### src/rtl/sar_pkg.sv
`timescale 1ns/1ps
package sar_pkg;
    localparam int RES_W    = 10;
    localparam int BYTE_W   = 8;
    localparam int SEL_W    = 3;
    localparam int CNT_W    = 6;
    localparam int IDX_W    = $clog2(RES_W);
    localparam int PAD_W    = 2 * BYTE_W - RES_W;

    localparam int EN_BIT   = 0;
    localparam int GO_BIT   = 1;
    localparam int FLAG_BIT = 2;
    localparam int FMT_BIT  = 7;

    typedef enum logic [1:0] {
        ADDR_CTRL = 2'd0,
        ADDR_CFG  = 2'd1,
        ADDR_RHI  = 2'd2,
        ADDR_RLO  = 2'd3
    } reg_addr_e;

    typedef struct packed {
        logic             fmt_right;
        logic [SEL_W-1:0] clk_sel;
    } cfg_t;

    typedef struct packed {
        logic [BYTE_W-1:0] hi;
        logic [BYTE_W-1:0] lo;
    } res_pair_t;

    typedef struct packed {
        logic             active;
        logic [IDX_W-1:0] idx;
        logic [RES_W-1:0] bits;
    } sar_state_t;

    // Codes with both low bits set pick the RC oscillator
    function automatic logic is_rc_sel(input logic [SEL_W-1:0] sel);
        return sel[1:0] == 2'b11;
    endfunction

    // Ratio is 2^(2*sel[1:0] + 1 + sel[2]); returns ratio-1
    function automatic logic [CNT_W-1:0] div_terminal(input logic [SEL_W-1:0] sel);
        int unsigned sh;
        sh = 2 * int'(sel[1:0]) + 1 + int'(sel[2]);
        return CNT_W'((1 << sh) - 1);
    endfunction

    function automatic res_pair_t place_result(input logic [RES_W-1:0] r,
                                               input logic right);
        res_pair_t p;
        if (right) begin
            p.hi = {{PAD_W{1'b0}}, r[RES_W-1:BYTE_W]};
            p.lo = r[BYTE_W-1:0];
        end else begin
            p.hi = r[RES_W-1:RES_W-BYTE_W];
            p.lo = {r[RES_W-BYTE_W-1:0], {PAD_W{1'b0}}};
        end
        return p;
    endfunction
endpackage

### src/rtl/sar_clkgen.sv
`timescale 1ns/1ps
module sar_clkgen
    import sar_pkg::*;
#(
    parameter int SYNC_STAGES = 2
) (
    input  logic             clk,
    input  logic             rst,
    input  logic             run,
    input  logic             hold,
    input  logic [SEL_W-1:0] sel,
    input  logic             rc_tick,
    output logic             step_en
);
    localparam int PIPE_W = SYNC_STAGES + 1;

    logic [PIPE_W-1:0] rc_pipe;
    logic              rc_rise;
    logic [CNT_W-1:0]  cnt_q;
    logic [CNT_W-1:0]  terminal;
    logic              rc_mode;
    logic              div_hit;

    always_ff @(posedge clk) begin
        if (rst) rc_pipe <= '0;
        else     rc_pipe <= {rc_pipe[PIPE_W-2:0], rc_tick};
    end

    assign rc_rise  = rc_pipe[SYNC_STAGES-1] & ~rc_pipe[SYNC_STAGES];
    assign terminal = div_terminal(sel);
    assign rc_mode  = is_rc_sel(sel);
    assign div_hit  = run && !rc_mode && !hold && (cnt_q == terminal);

    always_ff @(posedge clk) begin
        if (rst || !run)             cnt_q <= '0;
        else if (!rc_mode && !hold)  cnt_q <= div_hit ? '0 : cnt_q + 1'b1;
    end

    assign step_en = rc_mode ? (run & rc_rise) : div_hit;

    a_r12_hold_freezes_div: assert property (@(posedge clk) disable iff (rst)
        (run && hold && !rc_mode) |=> $stable(cnt_q));

    a_r3_div_steps_spaced: assert property (@(posedge clk) disable iff (rst)
        (step_en && !rc_mode) |=> (!step_en || rc_mode));
endmodule

### src/rtl/sar_stepper.sv
`timescale 1ns/1ps
module sar_stepper
    import sar_pkg::*;
(
    input  logic             clk,
    input  logic             rst,
    input  logic             start,
    input  logic             abort,
    input  logic             step_en,
    input  logic             cmp_in,
    output logic             busy,
    output logic [RES_W-1:0] trial,
    output logic             done,
    output logic [RES_W-1:0] result
);
    sar_state_t       st_q, st_d;
    logic [RES_W-1:0] probe;
    logic             last;

    assign probe  = RES_W'(1) << st_q.idx;
    assign last   = (st_q.idx == '0);
    assign busy   = st_q.active;
    assign trial  = st_q.active ? (st_q.bits | probe) : '0;
    assign result = cmp_in ? (st_q.bits | probe) : st_q.bits;
    assign done   = st_q.active & step_en & last & ~abort;

    always_comb begin
        st_d = st_q;
        if (start) begin
            st_d.active = 1'b1;
            st_d.idx    = IDX_W'(RES_W - 1);
            st_d.bits   = '0;
        end else if (st_q.active && abort) begin
            st_d.active = 1'b0;
        end else if (st_q.active && step_en) begin
            st_d.bits = result;
            if (last) st_d.active = 1'b0;
            else      st_d.idx    = st_q.idx - 1'b1;
        end
    end

    always_ff @(posedge clk) begin
        if (rst) st_q <= '0;
        else     st_q <= st_d;
    end

    a_r5_first_trial_msb: assert property (@(posedge clk) disable iff (rst)
        start |=> (trial == {1'b1, {(RES_W-1){1'b0}}}));

    a_r8_done_ends_busy: assert property (@(posedge clk) disable iff (rst)
        done |=> !busy);

    a_r9_idle_without_start: assert property (@(posedge clk) disable iff (rst)
        (!busy && !start) |=> !busy);

    a_r5_midway_keeps_going: assert property (@(posedge clk) disable iff (rst)
        (busy && step_en && !abort && !last) |=> busy);
endmodule

### src/rtl/sar_regfile.sv
`timescale 1ns/1ps
module sar_regfile
    import sar_pkg::*;
(
    input  logic              clk,
    input  logic              rst,
    input  logic              wr,
    input  logic [1:0]        addr,
    input  logic [BYTE_W-1:0] wdata,
    output logic [BYTE_W-1:0] rdata,
    input  logic              busy,
    input  logic              done,
    input  logic [RES_W-1:0]  result,
    output logic              start,
    output logic              abort,
    output cfg_t              cfg,
    output logic              irq
);
    logic      en_q;
    logic      flag_q;
    cfg_t      cfg_q;
    res_pair_t res_q;
    logic      ctrl_wr;
    logic      cfg_wr;
    logic      unused_wbits;

    assign unused_wbits = ^wdata[FMT_BIT-1:SEL_W];
    assign ctrl_wr = wr && (addr == ADDR_CTRL);
    assign cfg_wr  = wr && (addr == ADDR_CFG);
    assign start   = ctrl_wr && wdata[GO_BIT] && wdata[EN_BIT] && en_q && !busy;
    assign abort   = ctrl_wr && busy && (!wdata[GO_BIT] || !wdata[EN_BIT]);

    always_ff @(posedge clk) begin
        if (rst) begin
            en_q   <= 1'b0;
            flag_q <= 1'b0;
            cfg_q  <= '0;
            res_q  <= '0;
        end else begin
            if (ctrl_wr) en_q <= wdata[EN_BIT];
            if (cfg_wr)  cfg_q <= '{fmt_right: wdata[FMT_BIT], clk_sel: wdata[SEL_W-1:0]};
            if (done) begin
                res_q  <= place_result(result, cfg_q.fmt_right);
                flag_q <= 1'b1;
            end else if (ctrl_wr && !wdata[FLAG_BIT]) begin
                flag_q <= 1'b0;
            end
        end
    end

    always_comb begin
        unique case (reg_addr_e'(addr))
            ADDR_CTRL: rdata = {{(BYTE_W-3){1'b0}}, flag_q, busy, en_q};
            ADDR_CFG:  rdata = {cfg_q.fmt_right, {(BYTE_W-1-SEL_W){1'b0}}, cfg_q.clk_sel};
            ADDR_RHI:  rdata = res_q.hi;
            default:   rdata = res_q.lo;
        endcase
    end

    assign cfg = cfg_q;
    assign irq = flag_q;

    a_r8_done_sets_flag: assert property (@(posedge clk) disable iff (rst)
        done |=> irq);

    a_r10_abort_keeps_result: assert property (@(posedge clk) disable iff (rst)
        abort |=> ($stable(res_q) && $stable(flag_q)));

    a_r11_flag_sticky: assert property (@(posedge clk) disable iff (rst)
        (irq && !ctrl_wr) |=> irq);

    a_r2_result_bytes_readonly: assert property (@(posedge clk) disable iff (rst)
        !done |=> $stable(res_q));
endmodule

### src/rtl/sar_adc_ctrl.sv
`timescale 1ns/1ps
module sar_adc_ctrl
    import sar_pkg::*;
(
    input  logic              clk,
    input  logic              rst,
    input  logic              reg_wr,
    input  logic [1:0]        reg_addr,
    input  logic [BYTE_W-1:0] reg_wdata,
    output logic [BYTE_W-1:0] reg_rdata,
    input  logic              cmp_in,
    input  logic              rc_tick,
    input  logic              sleep_req,
    output logic [RES_W-1:0]  dac_code,
    output logic              irq
);
    logic             busy;
    logic             done;
    logic             start;
    logic             abort;
    logic             step_en;
    logic [RES_W-1:0] result;
    cfg_t             cfg;

    sar_regfile u_regs (
        .clk    (clk),
        .rst    (rst),
        .wr     (reg_wr),
        .addr   (reg_addr),
        .wdata  (reg_wdata),
        .rdata  (reg_rdata),
        .busy   (busy),
        .done   (done),
        .result (result),
        .start  (start),
        .abort  (abort),
        .cfg    (cfg),
        .irq    (irq)
    );

    sar_clkgen #(.SYNC_STAGES(2)) u_clk (
        .clk     (clk),
        .rst     (rst),
        .run     (busy),
        .hold    (sleep_req),
        .sel     (cfg.clk_sel),
        .rc_tick (rc_tick),
        .step_en (step_en)
    );

    sar_stepper u_sar (
        .clk     (clk),
        .rst     (rst),
        .start   (start),
        .abort   (abort),
        .step_en (step_en),
        .cmp_in  (cmp_in),
        .busy    (busy),
        .trial   (dac_code),
        .done    (done),
        .result  (result)
    );
endmodule

### config.mk
export PLATFORM = sky130hd
export DESIGN_NAME = sar_adc_ctrl
export DESIGN_NICKNAME = d
export VERILOG_FILES = /design/src/rtl/sar_pkg.sv /design/src/rtl/sar_clkgen.sv /design/src/rtl/sar_stepper.sv /design/src/rtl/sar_regfile.sv /design/src/rtl/sar_adc_ctrl.sv
export SDC_FILE = /design/constraint.sdc
export NUM_CORES = 1
export LEC_CHECK = 0
export ABC_AREA = 1
export CAP_MARGIN = 20
export CORE_ASPECT_RATIO = 1.4
export CORE_MARGIN = 8
export CORE_UTILIZATION = 55
export DETAILED_ROUTE_END_ITERATION = 12
export GPL_TIMING_DRIVEN = 0
export HOLD_SLACK_MARGIN = 0.03
export PLACE_DENSITY_LB_ADDON = 0.2
export SLEW_MARGIN = 20
export SYNTH_ARGS = -nofsm -noshare
export SYNTH_HDL_FRONTEND = slang
export SYNTH_SLANG_ARGS = --single-unit
### constraint.sdc
create_clock -name clk -period 4.2 [get_ports clk]
set_input_delay 0.84 -clock clk [delete_from_list [all_inputs] [get_ports clk]]
set_output_delay 0.84 -clock clk [all_outputs]
set_load 0.02 [all_outputs]
# Yosys cells after proc, flatten, opt, wreduce, memory -nomap -nowiden
# Index checks and enable logic that the tools add are counted.
word_totals:
  ff_bits: 46
  inputBits: 16
  output_inout_bits: 19
  elab_cells: 83
classes:
  addsub: 5
  eq_ne: 6
  shifts: 2
  mux: 14
  bitwise_logic: 10
  n_reduce_logical: 34
ops:
  columns: ["operator", "n"]
  rows:
  - ["32-bit by 2-bit adder with 32-bit output", 1]
  - ["1-bit by 32-bit << shifter with 6-bit output, first input constant", 1]
  - ["15-bit two-way mux", 2]
  - ["8-bit one-hot mux with 3 select lines", 1]
  - ["10-bit two-way mux", 2]
  - ["16-bit two-way mux", 1]
  - ["1-bit logical AND", 15]
  - ["14-bit two-way mux", 1]
  - ["10-bit bitwise OR", 1]
  - ["1-bit by 4-bit << shifter with 10-bit output, first input constant", 1]
  - ["6-bit by 1-bit adder with 6-bit output, second input constant", 1]
  - ["6-bit equality test", 1]
  - ["1-bit zero test", 6]
  - ["6-bit two-way mux", 1]
  - ["3-bit AND reduction", 2]
  - ["3-bit nonzero test", 2]
  - ["6-bit by 2-bit subtractor with 6-bit output, second input constant", 1]
  - ["1-bit AND", 5]
  - ["1-bit two-way mux", 5]
  - ["3-bit by 1-bit adder with 4-bit output, second input constant", 1]
  - ["2-bit equality test, second input constant", 2]
  - ["4-bit zero test", 1]
  - ["4-bit two-way mux", 1]
  - ["2-bit inequality test, second input constant", 2]
  - ["other kinds (8)", 14]

# Logic depth before layout (Yosys ltp)
# Gate-level depths: netlist (run 1).
depth:
  depth_word: 11
  depth_mapped: 18

# Hierarchy
# A second synthesis (run 1) with hierarchy kept.
unflattened:
  cells_unflattened: 358
  area_unflattened_um2: 2469.9
by_module_without_submodules:
  columns: ["module", "n_inst", "cells_each", "area_per_inst_um2"]
  rows:
  - ["sar_regfile", 1, 149, 977.2]
  - ["sar_stepper", 1, 117, 915.9]
  - ["sar_clkgen", 1, 92, 576.8]

# Worst setup path before layout (run 1)
# Ideal clock, no wire load.
synth_path:
  kind: "in2out"
  startpoint: "in reg_addr[1]"
  endpoint: "out reg_rdata[2]"
  arrival_time_ns: 1.525
  required_ns: 3.360
  slack_ns: 1.835
  stages: 6
  path_cell_list: "inv_1 -> nor2_1 -> inv_1 -> o21ai_0 -> a21oi_1 -> o21ai_0"
synth_between:
  elab_chain_len: 2
synth_rtl:
  columns: ["item", "line", "rtl"]
  rows:
  - ["start: declaration", "sar_adc_ctrl.sv:8", "input logic [1:0] reg_addr,"]
  - ["2-bit equality test (tied with other cells)", "sar_regfile.sv:52", "unique case (reg_addr_e'(addr))"]
  - ["8-bit one-hot mux with 3 select lines *", "sar_regfile.sv:52", null]
  - ["end: declaration", "sar_adc_ctrl.sv:10", "output logic [BYTE_W-1:0] reg_rdata,"]
# Every way passes the cells marked *; elsewhere a longest branch is shown, timed or not.

# Worst setup path after layout (run 1)
# Same ends and word-level chain as after synthesis.

==> impl_results.md, run 1 <==
- Hold Fails Final Rpt: 0
- Minimum setup slack after placement: 645 ps
- I/O Pins: 35
- Synth Cell Area: 0.00263 mm²
- H-tree level count: 2
- Initial DRT Pass Iterations: 5
- Synth warn: 0
- F_max: 283 MHz
- Maxcap violations: 0
- DP HPWL: 4.62 mm
- Post-CTS Setup Bufs: 0
- RSZ-0062 raised after global routing: no
- DIE WIDTH: 74.4 µm
- Post-Syn Area per Cell: 6.54 µm²
- Worst clock skew: 8.19 ps
- CP max FO: 6
- Global route overflow: 0
- Routed via count: 2477
- Status: finished, final reports clean
- Final critical-path setup slack: 664 ps
- Final setup violation count: 0
- Final #Nets: 461
- Arrival time at the worst endpoint: 2700 ps
- Layout cells sized above 1: 5.69%
- Inst Count DP: 495
- Finished Core Util: 65.7%
- P&R area growth vs syn: 18.2%
- Final Cell Area: 0.00311 mm²
- Max VDD drop: 0.241 mV
- Mapped Cells: 402
- Slew Viols, Final: 0
- # port buffers: 29
- Initial core utilization: 55.6%
- Clk slew on worst S/H paths: 80 ps
- Setup TNS: 0 ps
- Core Rows: 30
- Fin crit share: 84.2%
- GRT Total Usage: 17.6%
- Hold_ws: 409 ps
- Post_cts resized: 0
- WS Path Type: input port to primary output
- LEAKAGE: 1.25 nW
- Rel. slew slack: 67.0%
- Vias per inst: 4.92
- Worst skew pair latency: 300 ps
- DR WL/cell: 12.2 µm
- Slew @ Worst Pin: 495 ps
- Netlist cell types: 30
- Cts hold-fix bufs: 0
- Synth async-reset ratio: 0%
- Vias in the first global route: 2427
- Die height: 97.8 µm
- First-pass GRT wire length: 10.4 mm
- Total routed wirelength: 6.12 mm
- Overall power: 0.840 mW
- Non-Filler Instances: 503
- DP Area: 0.00300 mm²
- Post-layout minimum cycle time: 3540 ps
- Primary FF master, synth: dfxtp_1
- Worst min-delay path category: flop to flop
- Crit end category: primary output
- Drt initial violations: 124
- Number of synthesized register bits: 46
- Post-route ant nets: 0
- N_diodes: 0
- CTS Sinks: 46
- Die ar.: 0.00728 mm²
- Post-synth EDFFs: 0
- Startpoint types: input port
- Post-synthesis sequential area ratio: 35.0%
- Core ar.: 0.00473 mm²
- Root buf cell: clkbuf_8
- CTS tree: yes
- CTS max path bufs: 2
- Cts bufs inserted: 5
- Worst EP required: 3360 ps
- Largest net degree at the start of global routing: 15
- Initial antenna violation count: 0
- Gp weighted congestion: 0.840
- Pwr per Cell Area: 270 mW/mm²
- DR DRC count: 0
- Synth Net Count: 425
==> layout make-up <==
cell class              count  area [µm²]
repair buffers             29         290
flip-flops and latches     46         921
clock buffers               5        68.8
clock inverters             3        40.0
well taps                  64        80.1
multi-input cells         257        1300
fillers                   455        1620
inverters                  85         319
plain buffers              14        86.3
==> routing by layer <==
| layer | up-vias | part of all wire, % | GRT usage [%] |
|---|---|---|---|
| met5 | - | 0 | 0 |
| met4 | 0 | 1.1 | 6.36 |
| met3 | 6 | 3.5 | 4.62 |
| met2 | 39 | 49 | 29.8 |
| met1 | 1106 | 46 | 20.1 |
| li1 | 1326 | - | - |
==> critical path, stage by stage <==
cell             delay (ps)
clkdlybuf4s50_1         520
inv_1                    50
nor2_1                  150
inv_1                   160
o21ai_0                 180
a21oi_1                  50
o21ai_0                  90
clkdlybuf4s50_1         640
==> sequential cells by signal, indices dropped and copies added (netlist names) <==
signal,count
u_clk.cnt_q,6
u_clk.rc_pipe,3
u_regs.cfg,4
u_regs.en_q,1
u_regs.irq,1
u_regs.res_q,16
u_sar.busy,1
u_sar.st_q,14
==> worst paths after layout <==
check | end | from | depth (start not counted) | slack (ps)
max reg2reg | u_regs.res_q[4] | u_regs.cfg[0] | 17 | 1880
max | reg_rdata[2] | reg_addr[1] | 8 | 660
min reg2reg | u_clk.rc_pipe[1] | u_clk.rc_pipe[0] | 2 | 410
min | u_clk.rc_pipe[1] | u_clk.rc_pipe[0] | 2 | 410
==> cells in the mapped netlist, types with 2 or more instances <==
| master | number | area (µm²) |
|---|---|---|
| buf_6 | 4 | 45.0 |
| inv_1 | 83 | 312 |
| o21ai_0 | 23 | 115 |
| dfxtp_1 | 46 | 921 |
| nand3_1 | 23 | 115 |
| nand2_1 | 77 | 289 |
| o22ai_1 | 4 | 25.0 |
| nand4_1 | 4 | 25.0 |
| ha_1 | 7 | 87.6 |
| a21oi_1 | 31 | 155 |
| clkbuf_1 | 7 | 26.3 |
| xor2_1 | 4 | 35.0 |
| inv_2 | 2 | 7.51 |
| o2111ai_1 | 2 | 17.5 |
| nor2_1 | 52 | 195 |
| o21bai_1 | 12 | 90.1 |
| buf_2 | 3 | 15.0 |
| nor3_1 | 6 | 30.0 |
==> where the power goes <==
part	switching (mW)	total [mW]	internal (mW)
logic	0.0434	0.0714	0.0280
registers	0.00211	0.442	0.439
clock network	0.152	0.327	0.175
total	0.198	0.840	0.643
==> placed cells by master (no fill, tap or decap), drive strengths merged <==
cell	netlist	layout
nand2	79	79
ha	7	7
clkinv	0	2
o21ai	23	23
nand4	5	5
inv	85	85
a21oi	33	33
clkbuf	7	12
a21boi	1	1
nand3	24	24
nor4	1	1
o2111ai	2	2
bufinv	0	1
buf	7	7
o21bai	12	12
o22ai	4	4
xor2	4	4
o221ai	1	1
dfxtp	46	46
a211oi	1	1
nor2	54	54
clkdlybuf4s50	0	29
nor3	6	6
==> kinds of logic (layout without fill, tap and decap cells) <==
logic type	Yosys count	in the layout	synth area share (%)
buffers and inverters	99	136	15.4
adders and majority gates	7	7	3.33
and+or+nand+nor	169	169	27.7
xor gates and xnor gates	4	4	1.33
DFF	46	46	35.0
AOI/OAI and AO/OA	77	77	17.2
(Power assumes the default switching activity.)
==> run 2: changes to the inputs <==
--- a/config.mk
+++ b/config.mk
@@ -9,7 +9,7 @@
 export CAP_MARGIN = 20
 export CORE_ASPECT_RATIO = 1.4
 export CORE_MARGIN = 8
-export CORE_UTILIZATION = 55
+export CORE_UTILIZATION = 50
 export DETAILED_ROUTE_END_ITERATION = 12
 export GPL_TIMING_DRIVEN = 0
 export HOLD_SLACK_MARGIN = 0.03
==> constraint.sdc (replaced) <==
create_clock -name clk -period 2.95 [get_ports clk]
set_input_delay 0.59 -clock clk [delete_from_list [all_inputs] [get_ports clk]]
set_output_delay 0.59 -clock clk [all_outputs]
set_load 0.02 [all_outputs]
==> run 2 against run 1 <==
  * Cell area decreased by 0.24%
  * Clock-buffer cell count unchanged
  * Routed wire length decreased by 0.72%
  * Total power increased by 33%
  * Setup slack got worse by 600 ps
  * Sequential cell count unchanged
  * Clock power increased by 19%
  * Critical path depth decreased by 2
  * Worst hold slack improved by 1.9 ps
  * Critical endpoint is now reg_rdata[7]
  * Largest cell class unchanged
  * Largest power group unchanged
  * Highest routed layer unchanged
==> impl_results.md, run 2 (synthesis results as in run 1) <==
- Pwr per Cell Area: 361 mW/mm² (was 270 mW/mm²)
- GRT Total Usage: 15.6% (was 17.6%)
- Layout cells sized above 1: 5.69% (unchanged)
- Die ar.: 0.00786 mm² (was 0.00728 mm²)
- Worst path top cell family by delay: buffers and inverters (unchanged)
- Final critical-path setup slack: 65.2 ps (was 664 ps)
- Worst path max stage delay: 630 ps (was 640 ps)
- Crit end category: primary output (unchanged)
- Worst EP required: 2360 ps (was 3360 ps)
- Rel. slew slack: 66.8% (was 67.0%)
- Finished Core Util: 60.5% (was 65.7%)
- Clk slew on worst S/H paths: 80 ps (about the same)
- Combinational share of power: 9.0% (was 8.5%)
- RSZ-0062 raised after global routing: yes (was no)
- I/O Pins: 35 (unchanged)
- Final setup violation count: 0 (unchanged)
- Gp weighted congestion: 0.817 (was 0.840)
- Total routed wirelength: 6.07 mm (was 6.12 mm)
- CTS max path bufs: 2 (unchanged)
- Sw Ratio: 25.6% (was 23.5%)
- Clock share of power: 34.8% (was 39.0%)
- Final #Nets: 461 (unchanged)
- Minimum setup slack after placement: -41.2 ps (was 645 ps)
- Most common cell after layout, fill and taps aside: inv_1 (unchanged)
- Initial DRT Pass Iterations: 4 (was 5)
- Fin crit share: 97.8%
- Bufs and invs on worst path: 4 (unchanged)
- Startpoint types: input port (unchanged)
- Worst skew pair latency: 300 ps (about the same)
- Largest register FFs: 16 (unchanged)
- Max VDD drop: 0.300 mV (was 0.241 mV)
- First-pass GRT wire length: 10.2 mm (was 10.4 mm)
- P&R area growth vs syn: 18.0% (was 18.2%)
- Slew Viols, Final: 0 (unchanged)
- Vias in the first global route: 2340 (was 2427)
- Multi-input gate area: 0.00130 mm² (unchanged)
- Initial core utilization: 51.3% (was 55.6%)
- Status: finished, final reports clean (unchanged)
- Core ar.: 0.00512 mm² (was 0.00473 mm²)
- Post-layout minimum cycle time: 2880 ps
- F_max: 347 MHz
- H-tree level count: 2 (unchanged)
- Arrival time at the worst endpoint: 2290 ps (was 2700 ps)
- Worst clock skew: 7.62 ps (was 8.19 ps)
- Cts bufs inserted: 5 (unchanged)
- Vias per inst: 4.98 (was 4.92)
- # port buffers: 29 (unchanged)
- Fill count: 522 (was 455)
- DR WL/cell: 12.0 µm (was 12.2 µm)
- CTS tree: yes (unchanged)
- Slowest CP cell: clkdlybuf4s50_1 (unchanged)
- Most frequent cells in the layout: inv_1 (83), nand2_1 (77), nor2_1 (52) (unchanged)
- Register area: 921 µm² (unchanged)
- Worst min-delay path category: flop to flop (unchanged)
- Post-route ant nets: 0 (unchanged)
- Core Rows: 31 (was 30)
- Largest Register: u_regs.res_q (unchanged)
- Drt initial violations: 142 (was 124)
- Slew @ Worst Pin: 498 ps (was 495 ps)
- Maxcap violations: 0 (unchanged)
- LEAKAGE: 1.32 nW (was 1.25 nW)
- Routed via count: 2517 (was 2477)
- Sw Pwr: 0.286 mW (was 0.198 mW)
- Global route overflow: 0 (unchanged)
- Root buf cell: clkbuf_8 (unchanged)
- Setup TNS: 0 ps (unchanged)
- CP max FO: 6 (unchanged)
- Largest net degree at the start of global routing: 16 (was 15)
- DR DRC count: 0 (unchanged)
- N_diodes: 0 (unchanged)
- Die height: 102 µm (was 97.8 µm)
- Power share of the sequential group: 56.2% (was 52.5%)
- WS Path Type: input port to primary output (unchanged)
- DIE WIDTH: 77.3 µm (was 74.4 µm)
- Initial antenna violation count: 0 (unchanged)
- CTS Sinks: 46 (unchanged)
- Crit path cell chain: clkdlybuf4s50_1, inv_1, nor2_1, inv_1, o221ai_1, clkdlybuf4s50_1 (was clkdlybuf4s50_1, inv_1, nor2_1, inv_1, o21ai_0, a21oi_1, o21ai_0, clkdlybuf4s50_1)
- Hold Fails Final Rpt: 0 (unchanged)
- Top flop regs: u_regs.res_q x16, u_sar.st_q x14, u_clk.cnt_q x6 (unchanged)
- DP HPWL: 4.62 mm (about the same)
- Int Power: 0.832 mW (was 0.643 mW)
run 2: timing repair:
item,CTS,global route
endpoints found under the setup margin,1,7
gates resized for setup,1,4
buffers inserted,0,0
hold buffers,0,0
hold endpoints to repair,0,0
run 2: area by class of cell:
class | count | share of cell area (%)
inverter | 85 | 10.3
tap | 66 | 2.66
multi-input combinational | 257 | 42.0
sequential | 46 | 29.7
timing repair buffer | 29 | 9.65
clock inverter | 3 | 0.686
buffer | 14 | 2.79
clock buffer | 5 | 2.22
run 2: through the flow:
stage                     hold slack [ps]  std cells  power, mW  area [µm²]
after global routing                  438        505       1.16        3100
final                                 411        505       1.12        3100
after CTS                             415        505       1.13        3090
after detailed placement              401        497      0.743        3000
after global placement                395        497      0.742        3000
after floorplan                       388        402      0.708        2630
run 2: final timing paths:
path	end	from	slack, ps	cells past startpoint
max reg2reg	u_regs.res_q[4]	u_regs.cfg[0]	640	17
max	reg_rdata[7]	reg_addr[1]	70	6
min	u_clk.rc_pipe[1]	u_clk.rc_pipe[0]	410	2
min reg2reg	u_clk.rc_pipe[1]	u_clk.rc_pipe[0]	410	2
run 2: metal layers:
metal	wire, µm	part of all wire (%)	vias to the layer above	GRT usage (%)
li1	-	-	1317	-
met1	2770	46	1128	17.5
met2	2910	48	62	28.2
met3	307	5.1	10	3.64
met4	90	1.5	0	5.39
met5	0	0	-	0
run 2: worst register-to-register path, cell delays in order (launching register included):
cell	delay, ps
dfxtp_1	310
buf_6	140
nand2_1	60
inv_1	40
ha_1	290
inv_1	100
nand3_1	80
nand2_1	90
nand2_1	60
nand2_1	60
nand2_1	60
nor2_2	90
nand2_2	90
nand2_4	100
nand4_4	140
buf_2	240
o21bai_1	210
nor2_1	60
run 2: power by group through the flow:
stage	Combinational, mW	Sequential [mW]	Clock, mW
after detailed placement	0.0999	0.643	0
after CTS	0.100	0.628	0.398
after global routing	0.113	0.629	0.422
final	0.100	0.628	0.389
after floorplan	0.0652	0.643	0
after global placement	0.0990	0.643	0
==> run 3: changes to the inputs <==
--- a/config.mk
+++ b/config.mk
@@ -8,10 +8,9 @@
 export ABC_AREA = 1
 export CAP_MARGIN = 20
 export CORE_ASPECT_RATIO = 1.4
-export CORE_MARGIN = 8
+export CORE_MARGIN = 3
 export CORE_UTILIZATION = 50
 export DETAILED_ROUTE_END_ITERATION = 12
-export GPL_TIMING_DRIVEN = 0
 export HOLD_SLACK_MARGIN = 0.03
 export PLACE_DENSITY_LB_ADDON = 0.2
 export SLEW_MARGIN = 20
==> run 3 against run 2 <==
  * Via count is 2.4% lower
  * First-iteration DRC count is 4.9% higher
  * Sequential power hardly changed
  * Routed wire length is 4.8% lower
  * Global-route usage is 4.4 points higher
  * Largest cell class unchanged
  * Highest routed layer unchanged
==> impl_results.md, run 3 (synthesis results as in run 1) <==
- Status: finished, final reports clean (unchanged)
- Capture point of the worst path: reg_rdata[6] (was reg_rdata[7])
- Core ar.: 0.00495 mm² (was 0.00512 mm²)
- Worst EP required: 2360 ps (about the same)
- # port buffers: 30 (was 29)
- DR WL/cell: 11.6 µm (was 12.0 µm)
- Vias per inst: 4.93 (was 4.98)
- Largest register FFs: 16 (unchanged)
- Worst clock skew: 13.4 ps (was 7.62 ps)
- Crit end category: primary output (unchanged)
- Slew Viols, Final: 0 (unchanged)
- Most common cell after layout, fill and taps aside: inv_1 (unchanged)
- Post-CTS Setup Bufs: 0 (unchanged)
- Cts bufs inserted: 5 (unchanged)
- Drt initial violations: 149 (was 142)
- Initial DRT Pass Iterations: 4 (unchanged)
- Post_cts resized: 0 (was 1)
- Initial antenna violation count: 0 (unchanged)
- Startpoint types: input port (unchanged)
- CP max FO: 4 (was 6)
- Hold Fails Final Rpt: 0 (unchanged)
- Die ar.: 0.00617 mm² (was 0.00786 mm²)
- LEAKAGE: 1.26 nW (was 1.32 nW)
- Worst min-delay path category: flop to flop (unchanged)
- Clk slew on worst S/H paths: 90 ps (was 80 ps)
- CTS tree: yes (unchanged)
- Fin crit share: 97.2% (was 97.8%)
- Routed via count: 2457 (was 2517)
- Die height: 91.8 µm (was 102 µm)
- Setup TNS: 0 ps (unchanged)
- Cts hold-fix bufs: 0 (unchanged)
- GRT busiest layer: met2 (unchanged)
- Worst skew pair latency: 300 ps (about the same)
- CTS Sinks: 46 (unchanged)
- Maxcap violations: 0 (unchanged)
- Final #Nets: 456 (was 461)
- R2r setup slk: 640 ps (about the same)
- WS Path Type: input port to primary output (unchanged)
- Total routed wirelength: 5.79 mm (was 6.07 mm)
- DP HPWL: 4.23 mm (was 4.62 mm)
- I/O Pins: 35 (unchanged)
- Met3 usage: 3.80% (was 3.64%)
- Met2 Resource Use GR: 31.9% (was 28.2%)
- F_max: 349 MHz (was 347 MHz)
- H-tree level count: 2 (unchanged)
- Overall power: 1.12 mW (about the same)
- Max VDD drop: 0.345 mV (was 0.300 mV)
- GR Layer Usage met1: 26.9% (was 17.5%)
- Slew @ Worst Pin: 477 ps (was 498 ps)
- N_diodes: 0 (unchanged)
- Top flop regs: u_regs.res_q x16, u_sar.st_q x14, u_clk.cnt_q x6 (unchanged)
- Post-route ant nets: 0 (unchanged)
- Gp weighted congestion: 0.868 (was 0.817)
- Largest net degree at the start of global routing: 34 (was 16)
- Vias in the first global route: 2258 (was 2340)
- Worst path max stage delay: 620 ps (was 630 ps)
- Post-layout minimum cycle time: 2870 ps (was 2880 ps)
- CTS max path bufs: 2 (unchanged)
- Reg-to-reg critical path endpoint: u_regs.res_q[2] (was u_regs.res_q[4])
- Root buf cell: clkbuf_8 (unchanged)
- Arrival time at the worst endpoint: 2280 ps (was 2290 ps)
- Initial core utilization: 53.0% (was 51.3%)
- Pwr per Cell Area: 365 mW/mm² (was 361 mW/mm²)
- Rel. slew slack: 68.1% (was 66.8%)
- Worst setup path start: reg_addr[1] (unchanged)
- P&R area growth vs syn: 17.0% (was 18.0%)
- Crit path cell chain: clkdlybuf4s50_1, inv_1, nor2_1, inv_1, buf_4, o22ai_1, clkdlybuf4s50_1 (was clkdlybuf4s50_1, inv_1, nor2_1, inv_1, o221ai_1, clkdlybuf4s50_1)
- Final setup violation count: 0 (unchanged)
- Slowest CP cell: clkdlybuf4s50_1 (unchanged)
- DIE WIDTH: 67.3 µm (was 77.3 µm)
- RR Startpoint: u_regs.cfg[2] (was u_regs.cfg[0])
- Core Rows: 30 (was 31)
- Most frequent cells in the layout: inv_1 (83), nand2_1 (77), nor2_1 (51) (was inv_1 (83), nand2_1 (77), nor2_1 (52))
- R2r worst-path depth: 15 (was 17)
- Cells on Worst Hold Path: 2 (unchanged)
- Layout cells sized above 1: 5.99% (was 5.69%)
- Largest Register: u_regs.res_q (unchanged)
- Global route overflow: 0 (unchanged)
- First-pass GRT wire length: 9.73 mm (was 10.2 mm)
- DR DRC count: 0 (unchanged)
- GRT Total Usage: 20.0% (was 15.6%)
## run 3: changes by cell type in the layout (fill, tap and decap cells not counted), sizes merged
cell,delta
buf,+1
dlygate4sd2,-1
clkinvlp,-1
dlymetal6s2s,-3
clkdlybuf4s50,+5
clkbuf,-6
## run 3: worst min path at each step
stage                           from               end  slack, ps
CTS                 u_clk.rc_pipe[0]  u_clk.rc_pipe[1]        420
floorplan           u_clk.rc_pipe[0]  u_clk.rc_pipe[1]        390
global placement    u_clk.rc_pipe[0]  u_clk.rc_pipe[1]        400
global route        u_clk.rc_pipe[0]  u_clk.rc_pipe[1]        430
detailed placement  u_clk.rc_pipe[0]  u_clk.rc_pipe[1]        400
finish              u_clk.rc_pipe[0]  u_clk.rc_pipe[1]        410
## run 3: cell type report
| type | instances | area (µm²) |
|---|---|---|
| Timing Repair Buffer | 38 | 363 |
| Fill cell | 488 | 1880 |
| Inverter | 85 | 319 |
| Clock buffer | 6 | 72.6 |
| Sequential cell | 46 | 921 |
| Clock inverter | 2 | 13.8 |
| Multi-Input combinational cell | 257 | 1300 |
| Tap cell | 64 | 80.1 |
## run 3: metal layers
metal,part of all wire (%),wire (µm)
met5,0,0
met2,48,2780
met4,0.93,54
met1,47,2720
met3,4.1,239
## run 3: critical path: cells and delay by family
family | cells | cell delay (ps)
and+or+nand+nor | 1 | 120
AOI/OAI and AO/OA | 1 | 110
buffers and inverters | 5 | 1460
## run 3: where the power goes
group / total, mW / switching [mW] / internal (mW)
Sequential: 0.631 / 0.00480 / 0.626
Combinational: 0.102 / 0.0582 / 0.0436
Clock: 0.389 / 0.222 / 0.168
## run 3: per-stage QoR
step / utilization (%) / hold WS (ps) / instance area (µm²) / setup slack, ps / cells
2_1_floorplan: - / 388 / 2630 / 970 / 402
3_3_place_gp: 60.2 / 401 / 2980 / 76.9 / 490
3_5_place_dp: 60.2 / 402 / 2980 / 62.3 / 490
4_1_cts: 61.9 / 417 / 3070 / 57.9 / 498
5_1_grt: 62.0 / 433 / 3070 / -6.55 / 498
6_report: 62.0 / 413 / 3070 / 81.5 / 498
